### config.mk
export PLATFORM = sky130hd
export DESIGN_NAME = rmm_move_filter
export DESIGN_NICKNAME = d
export VERILOG_FILES = /design/src/rtl/rmm_pkg.sv /design/src/rtl/rmm_mode_delay.sv /design/src/rtl/rmm_classify.sv /design/src/rtl/rmm_lane_policy.sv /design/src/rtl/rmm_move_filter.sv
export SDC_FILE = /design/constraint.sdc
export NUM_CORES = 1
export LEC_CHECK = 0
export BUFFER_PORTS_ARGS = -buffer_cell sky130_fd_sc_hd__buf_2
export CAP_MARGIN = 15
export CORE_UTILIZATION = 28
export CTS_CLUSTER_DIAMETER = 40
export DETAILED_ROUTE_END_ITERATION = 16
export GPL_ROUTABILITY_DRIVEN = 0
export MAX_ROUTING_LAYER = met4
export PLACE_DENSITY = 0.79
export SETUP_SLACK_MARGIN = 0.2
export SYNTH_ARGS = -nofsm -noshare
export SYNTH_HDL_FRONTEND = slang
export SYNTH_HIERARCHICAL = 1
export SYNTH_SLANG_ARGS = --single-unit
### constraint.sdc
create_clock -name clk -period 1.3 [get_ports clk]
set_clock_uncertainty 0.1 [all_clocks]
set_input_delay 0.065 -clock clk [delete_from_list [all_inputs] [get_ports clk]]
set_output_delay 0.065 -clock clk [all_outputs]
set_load 0.01 [all_outputs]
### src/rtl/rmm_pkg.sv
package rmm_pkg;

  // Register select codes (4-bit). Codes 0..8 form a contiguous group.
  localparam logic [3:0] RID_LOOP_ADDR  = 4'd0;
  localparam logic [3:0] RID_LOOP_CNT   = 4'd1;
  localparam logic [3:0] RID_STK_PTR    = 4'd2;
  localparam logic [3:0] RID_STK_LO     = 4'd3;
  localparam logic [3:0] RID_STK_HI     = 4'd4;
  localparam logic [3:0] RID_EXT_PTR    = 4'd5;
  localparam logic [3:0] RID_STK_SIZE   = 4'd6;
  localparam logic [3:0] RID_VEC_BASE   = 4'd7;
  localparam logic [3:0] RID_STK_CNT    = 4'd8;
  localparam logic [3:0] RID_STATUS     = 4'd9;
  localparam logic [3:0] RID_OPMODE     = 4'd10;

  // Group of a register as seen by the masking policy.
  typedef enum logic [1:0] {
    CLS_PLAIN   = 2'd0,  // full width, never masked
    CLS_NARROW  = 2'd1,  // top byte forced to zero in compatibility mode
    CLS_WIDECTL = 2'd2   // status / operating mode: top byte protected
  } reg_class_e;

endpackage

### src/rtl/rmm_mode_delay.sv
module rmm_mode_delay #(
  parameter int unsigned LAT = 3
) (
  input  logic clk,
  input  logic rst_n,
  input  logic d,
  output logic q
);

  logic [LAT-1:0] chain;

  generate
    if (LAT == 1) begin : g_single
      always_ff @(posedge clk or negedge rst_n) begin
        if (!rst_n) chain <= '0;
        else        chain <= d;
      end
    end else begin : g_chain
      always_ff @(posedge clk or negedge rst_n) begin
        if (!rst_n) chain <= '0;
        else        chain <= {chain[LAT-2:0], d};
      end
    end
  endgenerate

  assign q = chain[LAT-1];

endmodule

### src/rtl/rmm_classify.sv
module rmm_classify #(
  parameter int unsigned SEL_W = 4
) (
  input  logic [SEL_W-1:0]        sel,
  output rmm_pkg::reg_class_e     cls
);
  import rmm_pkg::*;

  always_comb begin
    if (sel <= SEL_W'(RID_STK_CNT))
      cls = CLS_NARROW;
    else if (sel == SEL_W'(RID_STATUS) || sel == SEL_W'(RID_OPMODE))
      cls = CLS_WIDECTL;
    else
      cls = CLS_PLAIN;
  end

endmodule

### src/rtl/rmm_lane_policy.sv
module rmm_lane_policy #(
  parameter int unsigned DATA_W = 24,
  parameter int unsigned LANE_W = 8,
  localparam int unsigned LANES = DATA_W / LANE_W
) (
  input  logic                 mode,
  input  rmm_pkg::reg_class_e  src_cls,
  input  rmm_pkg::reg_class_e  dst_cls,
  input  logic [DATA_W-1:0]    data_in,
  output logic [DATA_W-1:0]    data_out,
  output logic [LANES-1:0]     lane_en
);
  import rmm_pkg::*;

  localparam int unsigned TOP = LANES - 1;

  logic keep_top;   // destination keeps its old top byte
  logic zero_top;   // top byte written as zero

  always_comb begin
    keep_top = mode && (dst_cls == CLS_WIDECTL);
    // Protection of the destination outranks the clearing rules.
    zero_top = mode && (keep_top || dst_cls == CLS_NARROW || src_cls == CLS_WIDECTL);
  end

  always_comb begin
    data_out = data_in;
    lane_en  = '1;
    if (zero_top) data_out[DATA_W-1 -: LANE_W] = '0;
    if (keep_top) lane_en[TOP] = 1'b0;
  end

endmodule

### src/rtl/rmm_move_filter.sv
module rmm_move_filter #(
  parameter int unsigned DATA_W   = 24,
  parameter int unsigned LANE_W   = 8,
  parameter int unsigned SEL_W    = 4,
  parameter int unsigned MODE_LAT = 3,
  localparam int unsigned LANES   = DATA_W / LANE_W
) (
  input  logic              clk,
  input  logic              rst_n,
  input  logic              mode_bit_i,
  input  logic              mv_valid_i,
  output logic              mv_ready_o,
  input  logic [SEL_W-1:0]  src_sel_i,
  input  logic [SEL_W-1:0]  dst_sel_i,
  input  logic [DATA_W-1:0] src_data_i,
  output logic              wr_valid_o,
  input  logic              wr_ready_i,
  output logic [DATA_W-1:0] wr_data_o,
  output logic [LANES-1:0]  wr_lane_en_o
);
  import rmm_pkg::*;

  logic       mode_eff;
  reg_class_e src_cls;
  reg_class_e dst_cls;

  rmm_mode_delay #(.LAT(MODE_LAT)) u_dly (
    .clk  (clk),
    .rst_n(rst_n),
    .d    (mode_bit_i),
    .q    (mode_eff)
  );

  rmm_classify #(.SEL_W(SEL_W)) u_src_cls (
    .sel(src_sel_i),
    .cls(src_cls)
  );

  rmm_classify #(.SEL_W(SEL_W)) u_dst_cls (
    .sel(dst_sel_i),
    .cls(dst_cls)
  );

  rmm_lane_policy #(.DATA_W(DATA_W), .LANE_W(LANE_W)) u_pol (
    .mode    (mode_eff),
    .src_cls (src_cls),
    .dst_cls (dst_cls),
    .data_in (src_data_i),
    .data_out(wr_data_o),
    .lane_en (wr_lane_en_o)
  );

  // No storage at the edge: handshake passes straight through.
  assign wr_valid_o = mv_valid_i;
  assign mv_ready_o = wr_ready_i;

endmodule

# After elaboration in Yosys (flattened, before gate mapping)
# Cells that the tools add are included.
totals:
  register_bits: 3
  output_inout_bits: 29
op_classes:
  order_cmp: 2
  eq_ne: 7
  n_mux: 6
  reduce_logical: 6
ops:
  columns: ["operator", "count"]
  rows:
  - ["$eq 4x4->1 const B", 4]
  - ["$le 4x4->1 const B", 2]
  - ["$mux 2", 4]
  - ["$mux 8", 1]
  - ["$eq 2x2->1 const B", 2]
  - ["$logic_or 1x1->1", 4]
  - ["$eq 2x1->1 const B", 1]
  - ["$logic_and 1x1->1", 2]
  - ["$mux 1", 1]

# Logic depth before layout (Yosys ltp)
# Gate-level depths: netlist (run 1).
logic_depth:
  depth_word: 10
  mapped_depth: 5

# Modules after synthesis
# The synthesis (run 1) kept the hierarchy.
by_module_without_submodules:
  columns: ["module", "n_inst", "cells_per_inst", "area_each_um2", "seq_area_each_um2"]
  rows:
  - ["rmm_lane_policy", 1, 40, 276.5, 0.0]
  - ["rmm_mode_delay", 1, 3, 75.1, 75.1]
  - ["rmm_classify", 2, 3, 28.8, 0.0]
  - ["rmm_move_filter", 1, 2, 15.0, 0.0]

# Worst setup path before layout (run 1)
# No wires, ideal clock.
synth_path:
  path_type: "reg-to-output"
  from: "register u_dly.chain[2]"
  to: "output port wr_data_o[16]"
  arrival_time_ns: 1.115
  slack_ns: 0.020
  stages_incl_launch_ff: 5
  n_path_buf: 2
  cell_sequence: "dfrtp_1 -> buf_6 -> and3b_1 -> buf_6 -> a211oi_1"
synth_via:
  elab_chain_len: 5
synth_rtl:
  columns: ["element", "line_no", "text"]
  rows:
  - ["start: declaration", "rmm_mode_delay.sv:10", "logic [LAT-1:0] chain;"]
  - ["start signal: assignment", "rmm_mode_delay.sv:21", "else chain <= {chain[LAT-2:0], d};"]
  - ["$logic_and 1x1->1", "rmm_lane_policy.sv:21", "keep_top = mode && (dst_cls == CLS_WIDECTL);"]
  - ["$logic_or 1x1->1 (2 in series)", "rmm_lane_policy.sv:23", "zero_top = mode && (keep_top || dst_cls == CLS_NARROW || src_cls == CLS_WIDECTL);"]
  - ["$logic_and 1x1->1 (*)", "rmm_lane_policy.sv:23", null]
  - ["$mux 8 (*)", "rmm_lane_policy.sv:29", "if (zero_top) data_out[DATA_W-1 -: LANE_W] = '0;"]
  - ["end: declaration", "rmm_move_filter.sv:18", "output logic [DATA_W-1:0] wr_data_o,"]
# Mark *: on every way between the ends. The rest lies on a longest branch, timed or not.

# Final worst setup path (run 1)
# Ends and elaborated chain as after synthesis.

==> out/qor.yml, run 1 <==
outcome:
  violations: "setup timing"
  outcome: "complete, but fails checks"
global_routing:
  grt_pass1_vias: 318
  grt_max_degree: 10
  grt_first_pass_wirelength_mm: 1.214
  grt_overflow: 0
  track_usage: 0.1181
  antenna_found_initial: 0
placement:
  placed_cell_area_sq_um: 471.7
  place_hpwl_microns: 659.9
  io_buffers: 27
  dp_slack_ns: -0.2299
final_layout:
  diodes: 0
  syn_to_final_growth_pct: 41.00
  register_area_sq_um: 75.07
  top_regs: "u_dly/chain x3"
  nets: 106
  layout-drive-gt1-share: 0.7206
  fill_cells: 126
  fin_util: 0.4430
  top_register: "u_dly/chain"
  final_common_cell: "buf_2"
  stdcell_area_sq_um: 598.1
  mostFrequentLayoutCells: "buf_2, inv_1, a211oi_2"
  largest_reg_flops: 3
  multiInputGateArea_sq_um: 230.2
pwr:
  p_switching_uw: 132.6
  cellLeakagePower_nw: 0.3041
  p_seq_frac: 0.222
  swShare: 0.2950
  power_density_nw_per_um2: 751.6
  p_int_uw: 316.9
  vdd_drop_max_mv: 0.4473
  pwr-share-clk: 0.356
  p_comb_frac: 0.422
  finalPower_uw: 449.5
routing:
  wl_microns: 947
  first_pass_iters: 2
  ant_nets: 0
  avgViaCountPerCell: 4.614
  drc: 0
  wire_per_inst_microns: 11.41
  num_vias: 383
  drt_iter0_drc: 2
clock_tree:
  numCtsBuffers: 3
  cts.sinks: 3
  cts_tree: "done"
  clk-insertion-delay-late_ns: 0.23
  clock_tree.root_cell: "clkbuf_4"
  htreeDepth: 1
  clkTransAtPathRegs_ns: 0.04
  cts_buffer_depth: 2
floorplan:
  die_area_sq_um: 1674
  fp.dieW_microns: 40.92
  start_util: 0.3142
  pin_count: 66
  core-area_sq_um: 1350
  rows: 13
  die_h_microns: 40.92
synth:
  synth.distinct_cells: 12
  synth_area_leaders: "buf_4, dfrtp_1, a211oi_1"
  synth_area_leader_cell: "buf_4"
  synth_top_area_frac: 0.3540
  synth_seq_area_share: 0.1770
  syn_avg_cell_area_sq_um: 8.317
  synth_warnings: 6
  ys_ff_latch: 3
  synth_area_sq_um: 424.2
  syn_inst: 51
hold_path:
  min_delay_path_depth: 0
  hold_path.startpoint: "src_data_i[0]"
  hp-class: "primary input to primary output"
  holdPathEnd: "wr_data_o[0]"
worst_setup_path:
  r2r_start: "u_dly/chain[1]"
  critPathMaxFanout: 8
  rrSetupSlack_ns: 0.74
  reg2regPathDepth: 0
  worstSetupPathType: "register to primary output"
  cp.required_ns: 1.13
  start_kind: "register"
  timing.rr.end: "u_dly/chain[2]"
  cp.arrival_ns: 1.23
  endpoint_kind: "primary output"
sta:
  fin_crit_ns: 1.390
  fmax_mhz: 719.3
  tns_ns: -0.5090
  hold_violations: 0
  setup_viol_count_final: 8
  period_share: 1.069
  setup_ws_ns: -0.09033
  grt_setup_unrepaired: "true"
  drv_slew: 0
flow_run:
  cap_viol_max_count: 0
[synthesized netlist by cell type (all sizes together)]
library cell / instances
a211oi: 8
nand3b: 1
o31ai: 2
inv: 8
xnor2: 2
and3b: 1
buf: 22
nor3b: 2
xor2: 1
conb: 1
dfrtp: 3
[power groups by stage]
stage	registers [mW]	logic (mW)	clock network [mW]
finish	0.100	0.190	0.160
global route	0.100	0.209	0.184
detailed placement	0.101	0.140	0
floorplan	0.101	0.143	0
CTS	0.100	0.181	0.168
global placement	0.101	0.136	0
[worst max path at each step]
stage                   startpoint       endpoint  slack, ns
floorplan           u_dly/chain[2]  wr_data_o[16]       0.08
global placement      dst_sel_i[0]  wr_data_o[23]      -0.17
detailed placement    dst_sel_i[1]  wr_data_o[16]      -0.23
CTS                 u_dly/chain[2]  wr_data_o[16]       -0.1
global route        u_dly/chain[2]  wr_data_o[16]      -0.17
finish              u_dly/chain[2]  wr_data_o[16]      -0.09
[stage by stage]
step | hold WS, ns | std cells
after floorplan | -0.3306 | 52
after global placement | -0.2379 | 74
after detailed placement | -0.2363 | 74
after CTS | 0.03007 | 83
after global routing | 0.03002 | 83
final | 0.03000 | 83
[metal layers]
layer  GRT usage  share of wire  vias up  wire length [microns]
met5           -              0        -                      0
met4     0.02500              0        0                      0
met3     0.08152           0.16        0                    149
met2      0.2383           0.52       36                    495
met1     0.07566           0.32      169                    302
li1            -              -      178                      -
[cells by family (layout without fill, tap and decap cells)]
kind of cell           after synthesis  after routing  synth area share
flip-flops                           3              3            0.1770
AO/OA/AOI/OAI                       10             10            0.1770
XOR/XNOR                             3              3           0.06196
AND/OR/NAND/NOR                      4              4           0.09735
buffers and inverters               30             46            0.4779
other                                1              2          0.008841
[worst max-delay path: stages (launching register included)]
cell and delay [ns]:
dfrtp_1 0.36, and3b_2 0.29, a211oi_2 0.18, buf_2 0.16
[layout make-up]
class | instances | area share
multi-input cells | 19 | 0.3849
repair buffers | 34 | 0.3640
flip-flops and latches | 3 | 0.1255
inverters | 8 | 0.05021
clock buffers | 4 | 0.04393
well taps | 15 | 0.03138
[repair_timing]
action,CTS,global route
setup endpoints to repair,9,9
gates resized for setup,5,4
hold buffers,2,0
endpoints found under the hold margin,4,0
pin swaps,10,5
setup buffers,3,0
Note: power is estimated with default switching activity, not from simulation.
==> inputs of run 2 (changes only) <==
--- a/config.mk
+++ b/config.mk
@@ -5,14 +5,15 @@
 export SDC_FILE = /design/constraint.sdc
 export NUM_CORES = 1
 export LEC_CHECK = 0
+export ABC_AREA = 1
 export BUFFER_PORTS_ARGS = -buffer_cell sky130_fd_sc_hd__buf_2
 export CAP_MARGIN = 15
-export CORE_UTILIZATION = 28
+export CORE_UTILIZATION = 26
 export CTS_CLUSTER_DIAMETER = 40
 export DETAILED_ROUTE_END_ITERATION = 16
 export GPL_ROUTABILITY_DRIVEN = 0
 export MAX_ROUTING_LAYER = met4
-export PLACE_DENSITY = 0.79
+export PLACE_DENSITY = 0.77
 export SETUP_SLACK_MARGIN = 0.2
 export SYNTH_ARGS = -nofsm -noshare
 export SYNTH_HDL_FRONTEND = slang
==> out/qor.yml, run 2 <==
floorplan:
  pin_count: 66  # unchanged
  die_area_sq_um: 1661  # -0.83%
  core-area_sq_um: 1350  # unchanged
  die_h_microns: 40.75  # -0.42%
  rows: 13  # unchanged
  start_util: 0.2892  # -0.02502
  fp.dieW_microns: 40.75  # -0.42%
routing:
  avgViaCountPerCell: 3.978  # -14%
  num_vias: 370  # -3.4%
  first_pass_iters: 4  # +2
  drc: 0  # unchanged
  dr.max_layer_used: "met4"
  wire_per_inst_microns: 9.419  # -17%
  dr_wl_met3_microns: 79  # -47%
  drt_iter0_drc: 15  # +13
  drt-met1-wl_microns: 315  # +4.3%
  met2_length_microns: 473  # -4.4%
  wl_microns: 876  # -7.5%
  ant_nets: 0  # unchanged
clock_tree:
  cts.sinks: 3  # unchanged
  numCtsBuffers: 3  # unchanged
  clock_tree.root_cell: "clkbuf_4"
  htreeDepth: 1  # unchanged
  cts_tree: "done"
  cts_buffer_depth: 2  # unchanged
  clk-insertion-delay-late_ns: 0.23  # about the same
  clkTransAtPathRegs_ns: 0.04  # about the same
synth:
  syn_inst: 63  # +24%
  synth_common_cells: "buf_4, inv_1, nand2_1, nor2_1, dfrtp_1"
  synth_top_area_frac: 0.3846  # +0.03063
  synth_warnings: 6  # unchanged
  synth_seq_area_share: 0.1923  # +0.01532
  syn_avg_cell_area_sq_um: 6.196  # -25%
  ys_ff_latch: 3  # unchanged
  synth_area_leaders: "buf_4, dfrtp_1, inv_1"
  synth.most_common_cell: "buf_4"
  synthMuxAreaShare: 0  # unchanged
  synth-xor-area-share: 0  # -0.06195
  synth_flop_cell: "dfrtp_1"
  synth_edf_count: 0  # unchanged
  synth_compound_area_frac: 0  # -0.1770
  synth_adder_area_share: 0  # unchanged
  synth_area_sq_um: 390.4  # -8.0%
  synth.distinct_cells: 9  # -3
  synth_area_leader_cell: "buf_4"
  synth_top_family_by_area: "buffers and inverters"
  synth-simple-area-share: 0.2981  # +0.2007
  synthArstFlopShare: 1.000  # unchanged
pwr:
  cellLeakagePower_nw: 0.3040  # about the same
  vdd_drop_max_mv: 0.5209  # +16%
  power_density_nw_per_um2: 817.0  # +8.7%
  finalPower_uw: 386.4  # -14%
placement:
  io_buffers: 27  # unchanged
  place_hpwl_microns: 645.1  # -2.2%
flow_run:
  cap_viol_max_count: 0  # unchanged
worst_setup_path:
  endpoint_kind: "primary output"
  path_cells: "nand2_2 > nand2_4 > nor2_2 > buf_2"
  critPathSlowestCell: "dfrtp_1"
  cpPeakStageDelay_ns: 0.39  # +0.03 ns
  start_kind: "register"
  worstSetupPathType: "register to primary output"
  cp.required_ns: 1.13  # about the same
  critPathMaxFanout: 8  # unchanged
  cp.arrival_ns: 1.04  # -0.19 ns
  r2r_start: "u_dly/chain[1]"
  cp-startpoint: "u_dly/chain[2]"
final_layout:
  syn_to_final_growth_pct: 21.15
  largest_reg_flops: 3  # unchanged
  diodes: 0  # unchanged
  fill_cells: 154  # +22%
  top_register: "u_dly/chain"
  layout-drive-gt1-share: 0.5128  # -0.2078
  nets: 116  # +9.4%
  top_regs: "u_dly/chain x3"
  mostFrequentLayoutCells: "buf_2, inv_1, nand2_1"
  final_common_cell: "buf_2"
sta:
  period_share: 0.9297  # -0.1398
  hold_violations: 0  # unchanged
  fmax_mhz: 827.4  # +15%
  fin_crit_ns: 1.209  # -0.1818 ns
  setup_viol_count_final: 0  # -8
  drv_slew: 0  # unchanged
  tns_ns: 0  # +0.5090 ns
  grt_setup_unrepaired: "true"
global_routing:
  track_usage: 0.1032  # -0.01481
  grt_max_degree: 9  # -1
  grt_first_pass_wirelength_microns: 979  # -19%
  grt_pass1_vias: 264  # -17%
  grt_overflow: 0  # unchanged
  antenna_found_initial: 0  # unchanged
hold_path:
  hold_path.startpoint: "src_data_i[2]"
  hp-class: "primary input to primary output"
outcome:
  outcome: "finished clean"
## run 2: cell types whose count changed after synthesis, moves of 4 or more
| cell | change |
|---|---|
| nand2_1 | +11 |
| nor2_1 | +11 |
| a211oi_1 | -8 |
| inv_1 | +4 |
## run 2: cells by family after synthesis
group                  Yosys count
AND/OR/NAND/NOR                 27
flip-flops                       3
other                            1
buffers and inverters           32
## run 2: per-stage QoR
step / hold slack, ns / instance area [sq um] / cells / util / setup slack [ns]
floorplan: -0.3306 / 394.1 / 64 / - / 0.3563
detailed placement: -0.2381 / 397.9 / 86 / 0.2947 / 0.1691
global route: 0.03002 / 473.0 / 93 / 0.3503 / 0.04089
CTS: 0.03007 / 459.2 / 93 / 0.3401 / 0.1130
global placement: -0.2410 / 397.9 / 86 / 0.2947 / 0.2289
finish: 0.03000 / 473.0 / 93 / 0.3503 / 0.09143
## run 2: timing repair
action / CTS / global route
hold buffers: 2 / 0
gates resized for setup: 3 / 4
buffers inserted: 1 / 0
endpoints found under the hold margin: 4 / 0
setup endpoints to repair: 8 / 9
pin swaps: 2 / 2
## run 2: power by group
group	internal (mW)	switching, mW
sequential	0.0986	0.00217
combinational	0.0559	0.0631
clock	0.115	0.0513
total	0.270	0.117
## run 2: worst max-delay path: cells and delay by family, from the launching register on
family,cells,cell delay (ns)
buffers and inverters,1,0.14
flip-flops,1,0.39
AND/OR/NAND/NOR,3,0.28
## run 2: area by class of cell
| type | count | area, sq um | share of cell area |
|---|---|---|---|
| well taps | 15 | 18.77 | 0.03968 |
| clock buffers | 4 | 26.28 | 0.05556 |
| repair buffers | 30 | 168.9 | 0.3571 |
| multi-input cells | 29 | 138.9 | 0.2937 |
| flip-flops and latches | 3 | 75.07 | 0.1587 |
| inverters | 12 | 45.04 | 0.09524 |
## run 2: worst paths after layout
check | endpoint | slack (ns) | depth (start not counted)
worst min-delay path | wr_data_o[2] | 0.03 | 0
max in group asynchronous | u_dly/chain[0] | 0.92 | 2
min in group asynchronous | u_dly/chain[1] | 0.07 | 2
worst max register to register | u_dly/chain[2] | 0.73 | 0
worst max-delay path | wr_data_o[18] | 0.09 | 4
worst min register to register | u_dly/chain[1] | 0.25 | 0
## run 2: routing by layer
layer / GRT usage / vias up
met5: - / -
met4: 0.08333 / 0
met3: 0.06522 / 4
met2: 0.1429 / 17
met1: 0.1013 / 163
li1: - / 186
